$ cat src/rtl/negflag_pkg.sv
package negflag_pkg;

  localparam int DATA_W    = 32;
  localparam int FLAG_W    = 5;
  localparam int NUM_SIZES = 3;

  localparam int FLAG_X = 4;
  localparam int FLAG_N = 3;
  localparam int FLAG_Z = 2;
  localparam int FLAG_V = 1;
  localparam int FLAG_C = 0;

  typedef enum logic [1:0] {
    OP_NEG  = 2'd0,
    OP_NEGX = 2'd1,
    OP_NOT  = 2'd2,
    OP_HOLD = 2'd3
  } opKind_t;

  typedef struct packed {
    logic                 subExtend;
    logic                 invert;
    logic                 hold;
    logic                 stickyZ;
    logic [NUM_SIZES-1:0] sizeHot;
  } ctrlStrobes_t;

endpackage

$ cat src/rtl/negflag_ctrl.sv
module negflag_ctrl
  import negflag_pkg::*;
(
  input  logic         clk,
  input  logic         rstN,
  input  logic [1:0]   opSel,
  input  logic [1:0]   sizeSel,
  output ctrlStrobes_t strobes
);

  opKind_t opKind;

  always_comb begin
    opKind = opKind_t'(opSel);
    strobes = '0;
    unique case (opKind)
      OP_NEG:  strobes.subExtend = 1'b0;
      OP_NEGX: begin
        strobes.subExtend = 1'b1;
        strobes.stickyZ   = 1'b1;
      end
      OP_NOT:  strobes.invert = 1'b1;
      OP_HOLD: strobes.hold   = 1'b1;
      default: strobes.hold   = 1'b1;
    endcase
    unique case (sizeSel)
      2'd0:    strobes.sizeHot = 3'b001;
      2'd1:    strobes.sizeHot = 3'b010;
      default: strobes.sizeHot = 3'b100;
    endcase
  end

  // exactly one size lane selected
  assert_one_size_R4: assert property (@(posedge clk) disable iff (!rstN)
    $countones(strobes.sizeHot) == 1);

  // operation strobes never overlap
  assert_op_exclusive_R5: assert property (@(posedge clk) disable iff (!rstN)
    $onehot0({strobes.subExtend, strobes.invert, strobes.hold}));

endmodule

$ cat src/rtl/negflag_dp.sv
module negflag_dp
  import negflag_pkg::*;
(
  input  logic               clk,
  input  logic               rstN,
  input  logic               enable,
  input  ctrlStrobes_t       strobes,
  input  logic [DATA_W-1:0]  operand,
  input  logic [FLAG_W-1:0]  flagsIn,
  output logic [DATA_W-1:0]  result,
  output logic [FLAG_W-1:0]  flagsOut
);

  logic [DATA_W:0]      negWide;
  logic                 extIn;
  logic [DATA_W-1:0]    rawRes;
  logic [DATA_W-1:0]    sizeMask;
  logic [DATA_W-1:0]    maskBySize [NUM_SIZES];
  logic [NUM_SIZES-1:0] resMsbLane;
  logic [NUM_SIZES-1:0] opMsbLane;
  logic [DATA_W-1:0]    sizedRes;
  logic [DATA_W-1:0]    nextResult;
  logic [FLAG_W-1:0]    nextFlags;
  logic                 resMsb;
  logic                 opMsb;
  logic                 resZero;
  logic                 opNonZero;
  logic                 carryOut;

  assign extIn   = strobes.subExtend & flagsIn[FLAG_X];
  assign negWide = {1'b0, {DATA_W{1'b0}}} - {1'b0, operand} - {{DATA_W{1'b0}}, extIn};

  always_comb begin
    if (strobes.hold)        rawRes = operand;
    else if (strobes.invert) rawRes = ~operand;
    else                     rawRes = negWide[DATA_W-1:0];
  end

  for (genvar i = 0; i < NUM_SIZES; i++) begin : g_lane
    localparam int LANE_W = 8 << i;
    assign maskBySize[i] = strobes.sizeHot[i] ? DATA_W'((64'd1 << LANE_W) - 64'd1) : '0;
    assign resMsbLane[i] = strobes.sizeHot[i] & rawRes[LANE_W-1];
    assign opMsbLane[i]  = strobes.sizeHot[i] & operand[LANE_W-1];
  end

  always_comb begin
    sizeMask = '0;
    for (int i = 0; i < NUM_SIZES; i++) sizeMask = sizeMask | maskBySize[i];
  end

  assign sizedRes   = rawRes & sizeMask;
  assign nextResult = (operand & ~sizeMask) | sizedRes;
  assign resMsb     = |resMsbLane;
  assign opMsb      = |opMsbLane;
  assign resZero    = (sizedRes == '0);
  assign opNonZero  = |(operand & sizeMask);
  assign carryOut   = opNonZero | extIn;

  always_comb begin
    nextFlags = flagsIn;
    if (!strobes.hold) begin
      nextFlags[FLAG_N] = resMsb;
      if (strobes.invert) begin
        nextFlags[FLAG_X] = flagsIn[FLAG_X];
        nextFlags[FLAG_Z] = resZero;
        nextFlags[FLAG_V] = 1'b0;
        nextFlags[FLAG_C] = 1'b0;
      end else begin
        nextFlags[FLAG_C] = carryOut;
        nextFlags[FLAG_X] = carryOut;
        nextFlags[FLAG_V] = opMsb & resMsb;
        nextFlags[FLAG_Z] = strobes.stickyZ ? (resZero & flagsIn[FLAG_Z]) : resZero;
      end
    end
  end

  always_ff @(posedge clk or negedge rstN) begin
    if (!rstN) begin
      result   <= '0;
      flagsOut <= '0;
    end else if (enable) begin
      result   <= nextResult;
      flagsOut <= nextFlags;
    end
  end

  // idle cycles leave outputs alone
  assert_hold_idle_R11: assert property (@(posedge clk) disable iff (!rstN)
    !enable |=> ($stable(result) && $stable(flagsOut)));

  // negate variants copy C into X
  assert_x_follows_c_R6: assert property (@(posedge clk) disable iff (!rstN)
    (enable && !strobes.hold && !strobes.invert) |=> (flagsOut[FLAG_X] == flagsOut[FLAG_C]));

  // complement keeps X and clears V, C
  assert_not_flags_R10: assert property (@(posedge clk) disable iff (!rstN)
    (enable && strobes.invert) |=>
      (flagsOut[FLAG_X] == $past(flagsIn[FLAG_X]) && !flagsOut[FLAG_V] && !flagsOut[FLAG_C]));

  // Z never set by negate with extend unless it was already set
  assert_sticky_z_R7: assert property (@(posedge clk) disable iff (!rstN)
    (enable && strobes.stickyZ && !flagsIn[FLAG_Z]) |=> !flagsOut[FLAG_Z]);

  // byte size leaves upper 24 bits untouched
  assert_upper_pass_R4: assert property (@(posedge clk) disable iff (!rstN)
    (enable && strobes.sizeHot[0]) |=> (result[DATA_W-1:8] == $past(operand[DATA_W-1:8])));

  // hold passes operand and flags
  assert_hold_op_R5: assert property (@(posedge clk) disable iff (!rstN)
    (enable && strobes.hold) |=> (result == $past(operand) && flagsOut == $past(flagsIn)));

endmodule

$ cat src/rtl/negflag_unit.sv
module negflag_unit
  import negflag_pkg::*;
(
  input  logic              clk,
  input  logic              rstN,
  input  logic              enable,
  input  logic [31:0]       operand,
  input  logic [1:0]        sizeSel,
  input  logic [1:0]        opSel,
  input  logic [4:0]        flagsIn,
  output logic [31:0]       result,
  output logic [4:0]        flagsOut
);

  ctrlStrobes_t strobes;

  negflag_ctrl u_ctrl (
    .clk     (clk),
    .rstN    (rstN),
    .opSel   (opSel),
    .sizeSel (sizeSel),
    .strobes (strobes)
  );

  negflag_dp u_dp (
    .clk      (clk),
    .rstN     (rstN),
    .enable   (enable),
    .strobes  (strobes),
    .operand  (operand),
    .flagsIn  (flagsIn),
    .result   (result),
    .flagsOut (flagsOut)
  );

endmodule

$ cat config.mk
export PLATFORM = sky130hd
export DESIGN_NAME = negflag_unit
export DESIGN_NICKNAME = d
export VERILOG_FILES = /design/src/rtl/negflag_pkg.sv /design/src/rtl/negflag_ctrl.sv /design/src/rtl/negflag_dp.sv /design/src/rtl/negflag_unit.sv
export SDC_FILE = /design/constraint.sdc
export NUM_CORES = 1
export LEC_CHECK = 0
export ABC_AREA = 1
export CELL_PAD_IN_SITES_DETAIL_PLACEMENT = 0
export CELL_PAD_IN_SITES_GLOBAL_PLACEMENT = 1
export CORE_AREA = 2 2 105 107
export CTS_CLUSTER_DIAMETER = 40
export DETAILED_ROUTE_END_ITERATION = 8
export DIE_AREA = 0 0 107 109
export DONT_BUFFER_PORTS = 1
export GPL_ROUTABILITY_DRIVEN = 0
export PLACE_DENSITY_LB_ADDON = 0.25
export SKIP_LAST_GASP = 1
export SYNTH_ARGS = -nofsm -noshare
export SYNTH_HDL_FRONTEND = slang
export SYNTH_SLANG_ARGS = --single-unit
$ cat constraint.sdc
create_clock -name clk -period 0.9 [get_ports clk]
set_input_delay 0.18 -clock clk [delete_from_list [all_inputs] [get_ports clk]]
set_output_delay 0.18 -clock clk [all_outputs]
set_load 0.01 [all_outputs]
======== After elaboration in Yosys (flattened, before gate mapping) ========
Cells that the tools add are included.
operators by class
  reduce and logical (&&, ||, !) cells .... 5
  equality and inequality tests ........... 4
  bitwise logic cells ..................... 18
  add/sub/neg operators ................... 2
  muxes and demuxes ....................... 13
operators with widths
  operator                                                               number
  32-bit AND                                                             3
  32-bit two-way mux                                                     3
  32-bit OR                                                              3
  32-bit NOT                                                             2
  32-bit logical NOT                                                     1
  32-bit OR reduction                                                    1
  1-bit by 32-bit subtractor with 32-bit output, first input constant    1
  32-bit by 1-bit subtractor with 32-bit output                          1
  16-bit two-way mux                                                     1
  1-bit AND                                                              9
  8-bit two-way mux                                                      1
  3-bit case mux with 2 select lines                                     1
  3-bit OR reduction                                                     2
  1-bit two-way mux                                                      5
  5-bit two-way mux                                                      1
  2-bit by 1-bit equality test with 1-bit output, second input constant  2
  2-bit equality test, second input constant                             2
  3-bit two-way mux                                                      1
  2-bit logical NOT                                                      1
  1-bit OR                                                               1
storage, ports and cells
  logic and storage cells ................. 44
  register bits after elaboration ......... 37
  output and inout bits ................... 37
  input bits .............................. 44

======== Logic depth before layout (Yosys ltp) ========
  depth after elaboration ................. 12
  depth in mapped cells ................... 27
  depth with buffers taken out ............ 26

======== Cells and area by module ========
A second synthesis with hierarchy kept.
unflattened totals
  cell total of the unflattened synthesis .. 920
  area, all modules ....................... 5073.6 sq um
modules (own cells, without submodules)
  module        cells each  seq. area each (sq um)  instances  area each (sq um)
  negflag_dp    909         925.9                   1          5028.6
  negflag_ctrl  11          0.0                     1          45.0

======== Least setup slack after synthesis ========
No wires, ideal clock.
  kind .................................... input port to flip-flop
  start point ............................. input opSel[1]
  end point ............................... register u_dp.flagsOut[2]
  data arrival time ....................... 2.409 ns
  setup time .............................. 0.066 ns
  required time ........................... 0.834 ns
  buffers on the path ..................... 1
  stages .................................. 27
  slack ................................... -1.575 ns
  cell sequence ........................... inv_2 clkbuf_1 nand3_1 ha_1 ha_1 inv_1 ha_1 inv_1 nand2_1 nand2_1 nand3_1 nand2_1 nand2_1 nand2_1 nand2_1 nand2_1 nand2_1 nand3_1 nand2_1 nand2_1 inv_1 nand2_1 nor2_1 nand3_1 nand2_1 nand2_1 nand2_1
between the ends
  longest elaborated chain between the ends .. 12
  elaborated cells on any way between the ends .. 16
  those cells by class .................... add/sub (1); eq/ne (3); mux (8); bitwise (3); reduce/logical (1)
RTL lines
  element                                         line                source
  start, declared                                 negflag_unit.sv:9   input logic [1:0] opSel,
  2-bit by 1-bit equality test with 1-bit output  negflag_ctrl.sv:16  unique case (opKind)
  1-bit two-way mux                               negflag_ctrl.sv:16
  1-bit AND                                       negflag_dp.sv:30    assign extIn = strobes.subExtend & flagsIn[FLAG_X];
  32-bit by 1-bit subtractor with 32-bit output   negflag_dp.sv:31    assign negWide = {1'b0, {DATA_W{1'b0}}} - {1'b0, operand} - {{DATA_W{1'b0}}, extIn};
  32-bit two-way mux                              negflag_dp.sv:35    else if (strobes.invert) rawRes = ~operand;
  32-bit two-way mux                              negflag_dp.sv:34    if (strobes.hold) rawRes = operand;
  32-bit AND                                      negflag_dp.sv:51    assign sizedRes = rawRes & sizeMask;
  32-bit logical NOT                              negflag_dp.sv:55    assign resZero = (sizedRes == '0);
  1-bit AND                                       negflag_dp.sv:72    nextFlags[FLAG_Z] = strobes.stickyZ ? (resZero & flagsIn[FLAG_Z]) : resZero;
  1-bit two-way mux                               negflag_dp.sv:72
  3-bit two-way mux                               negflag_dp.sv:63    if (strobes.invert) begin
  5-bit two-way mux *                             negflag_dp.sv:61    if (!strobes.hold) begin
  end signal, assigned                            negflag_dp.sv:83    flagsOut <= nextFlags;
  end, declared                                   negflag_dp.sv:11    output logic [FLAG_W-1:0] flagsOut
Mark *: on every way between the ends. The rest lies on a longest branch, timed or not.
A chain may end at the register's enable or synchronous reset.

======== Worst setup path after layout ========
  start point ............................. input operand[7]
  end point ............................... register u_dp.flagsOut[2]
between the ends
  longest elaborated chain between the ends .. 10
  elaborated cells on any way between the ends .. 11
  those cells by class .................... add/sub (2); mux (5); bitwise (3); reduce/logical (1)
RTL lines
  element                                        line               source
  start, declared                                negflag_unit.sv:7  input logic [31:0] operand,
  1-bit by 32-bit subtractor with 32-bit output  negflag_dp.sv:31
  32-bit by 1-bit subtractor with 32-bit output  negflag_dp.sv:31
  32-bit two-way mux                             negflag_dp.sv:35
  32-bit two-way mux *                           negflag_dp.sv:34
  32-bit AND *                                   negflag_dp.sv:51
  32-bit logical NOT *                           negflag_dp.sv:55
  1-bit AND                                      negflag_dp.sv:72
  1-bit two-way mux                              negflag_dp.sv:72
  3-bit two-way mux *                            negflag_dp.sv:63
  5-bit two-way mux *                            negflag_dp.sv:61
Marks and branches as above.

==> flow_summary.ini <==
[clocking]
hold_buffers = 1
clockBufferDepth = 2
cts_root_buffer = clkbuf_8
clkSinkCount = 37
cts_buffers = 5
insertion_delay_ps = 290
cts_tree = built
clkTransAtPathRegs_ps = 80
htreeDepth = 2

[detailed_routing]
drc = 0
drtIter0Drc = 355
wl_um = 19200
avgRoutedWirePerCell_um = 16.5
drtPass1Iterations = 6
antenna_left = 0
vias = 6301
via_per_inst = 5.42

[setup_path]
critical_path.top_delay_family = simple AND/OR/NAND/NOR gates
worst_setup_path_end_kind = flop
crit_required_ps = 1140
crit_path_cell_trace = clkinvlp_4 -> ha_4 -> inv_4 -> nand2_2 -> nand2_2 -> inv_2 -> nand2_1 -> nand2_1 -> nand3_2 -> buf_12 -> nand2_2 -> nand2_1 -> nand2_1 -> nand3_2 -> nand2_2 -> nand2_1 -> inv_1 -> nand2_1 -> nor2_1 -> nand3_1 -> nand2_1 -> nand2_1 -> nand2_1
critPathSlowestCell = ha_4
critPathLaunchType = input port
max_stage_delay_ps = 330
worstPathMaxFanout = 4
cp.arrival_ps = 2190
crit_top_cell = nand2_1
crit_buf_inv = 5
path_class = input port to flop

[timing]
relSlewSlack_pct = 69.6
max_freq_ghz = 0.512
fin_crit_ps = 1950
worst_slew_pin_slew_ps = 450
drv_slew = 0
whs_ps = -429
setup_tns_ps = -24920
setup_violations = 48
fin_ws_ps = -1050
clock_skew_ps = 0
rsz0062_at_grt = yes
finalCritPeriodShare_pct = 217
finalHoldViolations = 37

[synthesis]
seq_area_frac_synth_pct = 19.3
netlist-cell-type-count = 37
synth_area_mm2 = 0.00480
yosys_warnings = 0
synth_area_per_cell_um2 = 5.47
syn_nets = 957
ys_ff_latch = 37
netlist_instances = 878

[power_and_ir_drop]
p_leak_nw = 3.92
irDropWorstVdd_v = 0.00115
powerDensity_mw_per_mm2 = 1030

[grt]
antenna_found_initial = 0
grtUsageTotal_pct = 31.0
grt.overflow.total = 0
grt_pass1_wl_um = 28700
grt_pass1_vias = 6140
grt_max_degree = 38

[layout]
antenna_cells = 0
drive_gt1_share_pct = 39.1
post-route-util_pct = 69.9
area_growth_pct = 54.5
layout_commonest_cell = nand2_1
fin_cells = 1163
layout_common_cells = nand2_1 (223), inv_1 (136), buf_4 (124)
finalNetCount = 1101

[die]
initial_core_util_pct = 45.3
rows = 38
core-area_mm2 = 0.0106
fp.dieH_um = 109
die-area_mm2 = 0.0117
pin_count = 81
die_w_um = 107

[run_status]
violations = hold timing, setup timing
status = complete, but fails checks

[min_path]
hold_class = input port to async pin

[placement]
port_buffers = 0
place_hpwl_um = 14200
place_inst = 1127

[job]
cap_violations = 0
==> logic make-up (layout without fill, tap and decap cells) <==
| logic type | count (synthesis) | count (layout) | share of synthesized area [%] |
|---|---|---|---|
| buffers and inverters | 185 | 330 | 14.6 |
| flip-flops | 37 | 37 | 19.3 |
| XOR/XNOR | 2 | 2 | 0.365 |
| adder cells (fa/ha/maj) | 35 | 35 | 9.12 |
| AO/OA/AOI/OAI | 152 | 152 | 17.1 |
| AND/OR/NAND/NOR | 467 | 467 | 39.6 |
==> synthesized netlist by cell type, drive strengths merged <==
library cell  count  share of area (%)
nand2           308                 24
inv             165                 13
a21oi            92                9.7
nor2             87                7.1
nand3            54                5.8
o21ai            41                4.4
dfrtp            37                 19
ha               35                9.1
clkbuf           14                1.1
nand4             8                1.0
o211ai            7                1.1
buf               5               0.50
nor4              5               0.65
o21bai            3               0.47
a21o              2               0.31
a31oi             2               0.26
nand3b            2               0.31
nor3              2               0.31
a211oi            1               0.16
a41oi             1               0.18
clkinv            1              0.078
o221ai            1               0.18
o22ai             1               0.13
o41ai             1               0.18
or2               1               0.13
xnor2             1               0.18
xor2              1               0.18
==> repair_timing <==
item                                   in CTS  in global routing
pin swaps                                  71                117
resized for setup                         141                145
buffers inserted                           25                 20
endpoints found under the hold margin      39                 37
setup endpoints to repair                  52                 74
==> state kept, by name, summed over array words and instances (netlist names) <==
signal / count
u_dp.flagsOut: 5
u_dp.result: 32
==> where the power goes <==
part	total [mW]	switching (mW)	internal, mW
clock	1.18	0.642	0.535
sequential	2.13	0.259	1.88
combinational	4.31	2.32	1.99
total	7.63	3.22	4.40
==> layer usage <==
layer	GRT usage [%]	share of wire, %	up-vias
met5	0	0	-
met4	14.5	5.0	0
met3	5.14	6.4	74
met2	57.1	51	262
met1	34.8	37	2914
li1	-	-	3051
==> cell type report <==
class,instances,area [µm²]
clock buffer,5,68.8
sequential,37,926
inverter,166,681
multi-input combinational,656,4230
tap,140,175
clock inverter,3,17.5
timing repair buffer,156,1320
fill,908,3190
==> through the flow <==
| step | setup slack, ps | area [µm²] | total power, mW |
|---|---|---|---|
| 3_3_place_gp | -1360 | 6090 | 5.27 |
| 3_5_place_dp | -1400 | 6090 | 5.34 |
| 5_1_grt | -1240 | 7420 | 8.12 |
| 2_1_floorplan | -1190 | 5020 | 4.06 |
| 4_1_cts | -971 | 6820 | 7.04 |
| 6_report | -1050 | 7420 | 7.63 |
==> worst paths after layout <==
path	endpoint	cells after the start	slack [ps]	from
setup / recovery	u_dp.flagsOut[2]	23	-1050	operand[7]
hold / removal	u_dp.result[24]	0	-430	rstN
setup reg to reg	u_dp.result[31]	2	70	u_dp.result[31]
hold reg to reg	u_dp.result[7]	2	550	u_dp.result[7]
max in group asynchronous	u_dp.result[14]	0	1250	rstN
min in group clk	u_dp.result[6]	2	10	enable
Power figures use the tool's default switching activity.
